--- src/rtl/rc_order_pkg.sv ---
package rc_order_pkg;
  typedef enum logic [1:0] {
    K_DATA = 2'b00,
    K_ACQ  = 2'b01,
    K_REL  = 2'b10,
    K_RSV  = 2'b11
  } op_kind_e;
endpackage

--- src/rtl/rc_epoch_ctr.sv ---
module rc_epoch_ctr #(
  parameter int CNT_W = 3
) (
  input  logic clk_i,
  input  logic rst_ni,
  input  logic inc_i,
  input  logic dec_i,
  output logic zero_o,
  output logic full_o
);
  logic [CNT_W-1:0] cnt_q;

  always_ff @(posedge clk_i or negedge rst_ni) begin
    if (!rst_ni)              cnt_q <= '0;
    else if (inc_i && !dec_i) cnt_q <= cnt_q + 1'b1;
    else if (dec_i && !inc_i) cnt_q <= cnt_q - 1'b1;
  end

  assign zero_o = (cnt_q == '0);
  assign full_o = &cnt_q;
endmodule

--- src/rtl/rc_rel_queue.sv ---
module rc_rel_queue #(
  parameter int SLOTS  = 3,
  parameter int SLOT_W = 2,
  parameter int ADDR_W = 16
) (
  input  logic              clk_i,
  input  logic              rst_ni,
  input  logic              push_i,
  input  logic [ADDR_W-1:0] push_addr_i,
  input  logic              push_wr_i,
  input  logic              pop_i,
  output logic              head_valid_o,
  output logic [ADDR_W-1:0] head_addr_o,
  output logic              head_wr_o,
  output logic [SLOT_W-1:0] rd_ptr_o,
  output logic [SLOT_W-1:0] rd_nxt_o,
  output logic [SLOT_W-1:0] wr_ptr_o,
  output logic              full_o
);
  localparam logic [SLOT_W-1:0] LAST = SLOT_W'(SLOTS - 1);

  logic [SLOT_W-1:0] rd_q, wr_q, used_q;
  logic [ADDR_W-1:0] addr_q  [SLOTS];
  logic              wflag_q [SLOTS];

  function automatic logic [SLOT_W-1:0] bump(input logic [SLOT_W-1:0] p);
    return (p == LAST) ? '0 : p + 1'b1;
  endfunction

  always_ff @(posedge clk_i or negedge rst_ni) begin
    if (!rst_ni) begin
      rd_q   <= '0;
      wr_q   <= '0;
      used_q <= '0;
    end else begin
      if (push_i) wr_q <= bump(wr_q);
      if (pop_i)  rd_q <= bump(rd_q);
      case ({push_i, pop_i})
        2'b10:   used_q <= used_q + 1'b1;
        2'b01:   used_q <= used_q - 1'b1;
        default: used_q <= used_q;
      endcase
    end
  end

  // payload needs no reset: only read while the slot is pending
  always_ff @(posedge clk_i) begin
    if (push_i) begin
      addr_q[wr_q]  <= push_addr_i;
      wflag_q[wr_q] <= push_wr_i;
    end
  end

  assign head_valid_o = (used_q != '0);
  assign head_addr_o  = addr_q[rd_q];
  assign head_wr_o    = wflag_q[rd_q];
  assign rd_ptr_o     = rd_q;
  assign rd_nxt_o     = bump(rd_q);
  assign wr_ptr_o     = wr_q;
  assign full_o       = (used_q == LAST);
endmodule

--- src/rtl/rc_issue_arb.sv ---
module rc_issue_arb
  import rc_order_pkg::*;
#(
  parameter int ADDR_W = 16,
  parameter int SLOT_W = 2
) (
  input  logic              req_valid_i,
  input  logic [1:0]        req_kind_i,
  input  logic [ADDR_W-1:0] req_addr_i,
  input  logic              req_wr_i,
  input  logic              acq_busy_i,
  input  logic              rel_go_i,
  input  logic [ADDR_W-1:0] head_addr_i,
  input  logic              head_wr_i,
  input  logic              q_full_i,
  input  logic              open_full_i,
  input  logic [SLOT_W-1:0] rd_nxt_i,
  input  logic [SLOT_W-1:0] wr_ptr_i,
  input  logic              iss_ready_i,
  output logic              req_ready_o,
  output logic              iss_valid_o,
  output logic [1:0]        iss_kind_o,
  output logic [ADDR_W-1:0] iss_addr_o,
  output logic              iss_wr_o,
  output logic [SLOT_W:0]   iss_tag_o,
  output logic              data_fire_o,
  output logic              acq_fire_o,
  output logic              rel_push_o,
  output logic              rel_pop_o
);
  logic is_acq, is_rel, is_dat, pass_ok;

  assign is_acq  = (req_kind_i == K_ACQ);
  assign is_rel  = (req_kind_i == K_REL);
  assign is_dat  = !is_acq && !is_rel;
  // request may use the port directly
  assign pass_ok = !acq_busy_i && !rel_go_i && !is_rel && !(is_dat && open_full_i);

  always_comb begin
    iss_valid_o = 1'b0;
    iss_kind_o  = req_kind_i;
    iss_addr_o  = req_addr_i;
    iss_wr_o    = req_wr_i;
    iss_tag_o   = is_acq ? {1'b1, {SLOT_W{1'b0}}} : {1'b0, wr_ptr_i};
    if (rel_go_i) begin
      iss_valid_o = 1'b1;
      iss_kind_o  = K_REL;
      iss_addr_o  = head_addr_i;
      iss_wr_o    = head_wr_i;
      iss_tag_o   = {1'b0, rd_nxt_i};
    end else if (req_valid_i && pass_ok) begin
      iss_valid_o = 1'b1;
    end
  end

  assign req_ready_o = is_rel ? (!acq_busy_i && !q_full_i) : (pass_ok && iss_ready_i);
  assign rel_push_o  = req_valid_i && is_rel && !acq_busy_i && !q_full_i;
  assign rel_pop_o   = rel_go_i && iss_ready_i;
  assign data_fire_o = req_valid_i && is_dat && pass_ok && iss_ready_i;
  assign acq_fire_o  = req_valid_i && is_acq && pass_ok && iss_ready_i;
endmodule

--- src/rtl/rc_order_unit.sv ---
module rc_order_unit #(
  parameter int ADDR_W    = 16,
  parameter int REL_DEPTH = 2,
  parameter int CNT_W     = 3
) (
  input  logic                             clk_i,
  input  logic                             rst_ni,
  input  logic                             req_valid_i,
  output logic                             req_ready_o,
  input  logic [1:0]                       req_kind_i,
  input  logic [ADDR_W-1:0]                req_addr_i,
  input  logic                             req_wr_i,
  output logic                             iss_valid_o,
  input  logic                             iss_ready_i,
  output logic [1:0]                       iss_kind_o,
  output logic [ADDR_W-1:0]                iss_addr_o,
  output logic                             iss_wr_o,
  output logic [$clog2(REL_DEPTH+1):0]     iss_tag_o,
  input  logic                             cmp_valid_i,
  input  logic [$clog2(REL_DEPTH+1):0]     cmp_tag_i
);
  localparam int SLOTS  = REL_DEPTH + 1;
  localparam int SLOT_W = $clog2(SLOTS);
  localparam int TAG_W  = SLOT_W + 1;

  logic              acq_busy_q;
  logic              data_fire, acq_fire, rel_push, rel_pop, rel_go;
  logic              head_valid, head_wr, q_full, open_full;
  logic [ADDR_W-1:0] head_addr;
  logic [SLOT_W-1:0] rd_ptr, rd_nxt, wr_ptr;
  logic [SLOTS-1:0]  zero_v, full_v;

  rc_rel_queue #(.SLOTS(SLOTS), .SLOT_W(SLOT_W), .ADDR_W(ADDR_W)) u_relq (
    .clk_i, .rst_ni,
    .push_i(rel_push), .push_addr_i(req_addr_i), .push_wr_i(req_wr_i),
    .pop_i(rel_pop),
    .head_valid_o(head_valid), .head_addr_o(head_addr), .head_wr_o(head_wr),
    .rd_ptr_o(rd_ptr), .rd_nxt_o(rd_nxt), .wr_ptr_o(wr_ptr), .full_o(q_full)
  );

  // one outstanding-op counter per epoch slot
  for (genvar s = 0; s < SLOTS; s++) begin : g_epoch
    logic inc, dec;
    assign inc = (data_fire && wr_ptr == SLOT_W'(s)) || (rel_pop && rd_nxt == SLOT_W'(s));
    assign dec = cmp_valid_i && !cmp_tag_i[TAG_W-1] && (cmp_tag_i[SLOT_W-1:0] == SLOT_W'(s));
    rc_epoch_ctr #(.CNT_W(CNT_W)) u_ctr (
      .clk_i, .rst_ni, .inc_i(inc), .dec_i(dec),
      .zero_o(zero_v[s]), .full_o(full_v[s])
    );
  end

  // head epoch drained and the next epoch can absorb the release itself
  assign rel_go    = head_valid && zero_v[rd_ptr] && !full_v[rd_nxt];
  assign open_full = full_v[wr_ptr];

  always_ff @(posedge clk_i or negedge rst_ni) begin
    if (!rst_ni)                                   acq_busy_q <= 1'b0;
    else if (acq_fire)                             acq_busy_q <= 1'b1;
    else if (cmp_valid_i && cmp_tag_i[TAG_W-1])    acq_busy_q <= 1'b0;
  end

  rc_issue_arb #(.ADDR_W(ADDR_W), .SLOT_W(SLOT_W)) u_arb (
    .req_valid_i, .req_kind_i, .req_addr_i, .req_wr_i,
    .acq_busy_i(acq_busy_q), .rel_go_i(rel_go),
    .head_addr_i(head_addr), .head_wr_i(head_wr),
    .q_full_i(q_full), .open_full_i(open_full),
    .rd_nxt_i(rd_nxt), .wr_ptr_i(wr_ptr), .iss_ready_i,
    .req_ready_o, .iss_valid_o, .iss_kind_o, .iss_addr_o, .iss_wr_o, .iss_tag_o,
    .data_fire_o(data_fire), .acq_fire_o(acq_fire),
    .rel_push_o(rel_push), .rel_pop_o(rel_pop)
  );
endmodule

--- config.mk ---
export PLATFORM = sky130hd
export DESIGN_NAME = rc_order_unit
export DESIGN_NICKNAME = d
export VERILOG_FILES = /design/src/rtl/rc_order_pkg.sv /design/src/rtl/rc_epoch_ctr.sv /design/src/rtl/rc_rel_queue.sv /design/src/rtl/rc_issue_arb.sv /design/src/rtl/rc_order_unit.sv
export SDC_FILE = /design/constraint.sdc
export NUM_CORES = 1
export LEC_CHECK = 0
export BUFFER_PORTS_ARGS = -buffer_cell sky130_fd_sc_hd__buf_2
export CAP_MARGIN = 20
export CELL_PAD_IN_SITES_DETAIL_PLACEMENT = 1
export CELL_PAD_IN_SITES_GLOBAL_PLACEMENT = 1
export CORE_ASPECT_RATIO = 0.6
export CORE_UTILIZATION = 52
export CTS_BUF_LIST = sky130_fd_sc_hd__clkbuf_8
export DETAILED_ROUTE_END_ITERATION = 10
export PLACE_DENSITY = 0.95
export SLEW_MARGIN = 20
export SYNTH_ARGS = -nofsm -noshare
export SYNTH_HDL_FRONTEND = slang
export SYNTH_SLANG_ARGS = --single-unit
--- constraint.sdc ---
create_clock -name clk_i -period 4.5 [get_ports clk_i]
set_input_delay 1.125 -clock clk_i [delete_from_list [all_inputs] [get_ports clk_i]]
set_output_delay 1.125 -clock clk_i [all_outputs]
set_load 0.005 [all_outputs]
==> results.yml <==
die:
  pin_count: 51
  placementRows: 22
  die-area_mm2: 0.006648
  initial_core_util_pct: 53.75
  dieWidth_um: 104.6
  die-height_um: 63.56
  coreArea_mm2: 0.006111
clock_network:
  cts_tree: "done"
  cts_sinks: 67
  clk_latency_ns: 0.35
  post_cts_resized: 0
  cts-htree-levels: 3
  cts_setup_buffers: 0
  hold_buffers: 0
  numCtsBuffers: 9
  clk_pin_slew_ns: 0.08
  clock_path_buffers: 2
  cts_root_buf: "clkbuf_8"
worst_setup_path:
  setup.worst_path.start_class: "register"
  cpMaxStageDelayCell: "a211oi_4"
  path_buf_inv: 2
  crit_required_ns: 3.38
  cpPeakStageDelay_ns: 0.63
  reg2reg_depth: 9
  critPathCaptureType: "output port"
  crit_fanout: 14
  crit_chain: "nor4_1 -> a21oi_1 -> a211oi_4 -> buf_12 -> mux2_2 -> buf_2"
  crit_type: "register to output port"
  cp.depth: 6
  worstPathArrival_ns: 2.72
  crit_family: "compound AO/OA/AOI/OAI gates"
detailed_routing:
  vias: 2221
  ant_nets: 0
  wl_per_cell_um: 22.68
  dr.first_iter.drc_count: 199
  drc: 0
  routed_wl_um: 8708
  firstDrtPassIters: 4
  viasPerCell: 5.784
outcome:
  outcome: "completed"
timing:
  finalHoldViolations: 0
  post-route-min-period_ns: 3.848
  grt_setup_unrepaired: "false"
  drv_slew: 0
  clock.fmax_mhz: 259.9
  finalClockSkew_ns: 0.008991
  relSlewSlack_pct: 58.58
  timing.final.ws_setup_ns: 0.6519
  final-setup-viol-count: 0
  fin_crit_sh_pct: 85.51
  worst_pin_slew_ns: 0.6193
  tns_ns: 0
placed_design:
  gp_congestion: 0.8309
  port-buffer-count: 50
  dp_slack_ns: 0.8421
  dp.cells: 368
  dp_hpwl_um: 5573
power_and_ir_drop:
  ir_drop_uv: 385.0
  power.density_mw_per_mm2: 676.9
  leakage_uw: 0.001549
layout:
  area_growth_pct: 18.06
  final_util_pct: 63.45
  multi_input_area_mm2: 0.001279
  num_antenna_cells: 0
  mostFrequentLayoutCells: "edfxtp_1, buf_2, nand2_1"
  layoutNonFillerInstCount: 384
  layout_commonest_cell: "edfxtp_1"
  final_nets: 331
  n_fill_cell: 612
  seq_area_mm2: 0.001932
  drive_above_1_share_pct: 32.67
global_route:
  grt_pass1_vias: 2341
  grt_max_degree: 37
  grt_antenna_before_repair: 0
  grt_pass1_wl_um: 13430
  gr-total-overflow: 0
  grt_use_total_pct: 28.31
yosys:
  yosysWarningCount: 0
  synth_flop_cell: "edfxtp_1"
  synth_fp_nets: 276
  ys_types: 43
  async_reset_ff_share_pct: 23.88
  seq_area_frac_synth_pct: 58.82
  synth-seq-cells: 67
  syn_area_mm2: 0.003284
  synth_edf_count: 51
  syn_avg_cell_area_um2: 13.69
  netlist_instances: 240
job:
  drv_cap: 0
worst_hold_path:
  hp-class: "register to register"
  holdPathStages: 1
routing by layer:
layer	wire length (um)	GRT usage [%]	vias to the layer above
met5	0	0	-
met2	4256	47.93	115
met4	198	10.39	0
met3	721	9.213	18
met1	3531	34.13	1104
li1	-	-	984
synth_stat cells, types with 4 or more instances:
cell	count	area [um^2]
edfxtp_1	51	1531
xor2_1	7	61.31
nand2_1	23	86.33
mux2_4	10	150.1
dfrtp_1	16	400.4
o21ai_0	18	90.09
mux2_2	6	67.56
mux2i_1	20	200.2
ha_1	6	75.07
nand2b_1	5	31.28
inv_1	5	18.77
xnor2_1	5	43.79
mux2_1	6	67.56
nand3_1	4	20.02
clkbuf_1	6	22.52
nor2_1	11	41.29
cells by family (layout without fill, tap and decap cells):
group	Yosys count	count (layout)	share of synthesized area, %
flip-flops	67	67	58.82
multiplexers	42	42	14.78
adder cells (fa/ha/maj)	9	9	4.114
AO/OA/AOI/OAI	32	32	6.819
AND/OR/NAND/NOR	61	61	9.562
buffers and inverters	17	77	2.705
XOR/XNOR	12	12	3.200
path summary, 6_finish.rpt:
kind                                      startpoint                   endpoint  slack, ns
max                        g_epoch[1].u_ctr.cnt_q[0]             iss_addr_o[15]       0.65
min                        g_epoch[0].u_ctr.cnt_q[2]  g_epoch[0].u_ctr.cnt_q[2]       0.52
max reg2reg                g_epoch[1].u_ctr.cnt_q[0]  g_epoch[1].u_ctr.cnt_q[1]       1.39
min reg2reg                g_epoch[0].u_ctr.cnt_q[2]  g_epoch[0].u_ctr.cnt_q[2]       0.52
max in group asynchronous                     rst_ni         u_relq.wr_ptr_o[0]       3.51
min in group asynchronous                     rst_ni  g_epoch[2].u_ctr.cnt_q[2]       0.69
registers in the layout, summed over array words and instances (netlist names):
signal               count
g_epoch.u_ctr.cnt_q      9
u_relq.used_q            2
acq_busy_q               1
u_relq.wflag_q           3
u_relq.addr_q           48
u_relq.wr_ptr_o          2
u_relq.rd_ptr_o          2
stage by stage:
stage,total power (uW),cell area [um^2],hold WS (ns)
final,2625,3877,0.5231
after global routing,2736,3877,0.5475
after CTS,2630,3877,0.5201
after detailed placement,2006,3642,0.4922
after global placement,1904,3642,0.4836
after floorplan,1652,3284,0.4643
final cells by class:
class,count,share of cell area [%]
clock buffer,11,3.904
clock inverter,5,2.162
inverter,5,0.4840
multi-input combinational,156,32.98
sequential,67,49.82
tap,84,2.711
timing repair buffer,56,7.938
power breakdown:
part | total (uW) | internal (uW) | switching [uW] | leakage [uW]
logic | 1130 | 539 | 591 | 0.000783
clock network | 582 | 344 | 238 | 0.000112
registers | 912 | 764 | 148 | 0.000653
total | 2620 | 1650 | 977 | 0.00155
(Power assumes the default switching activity.)
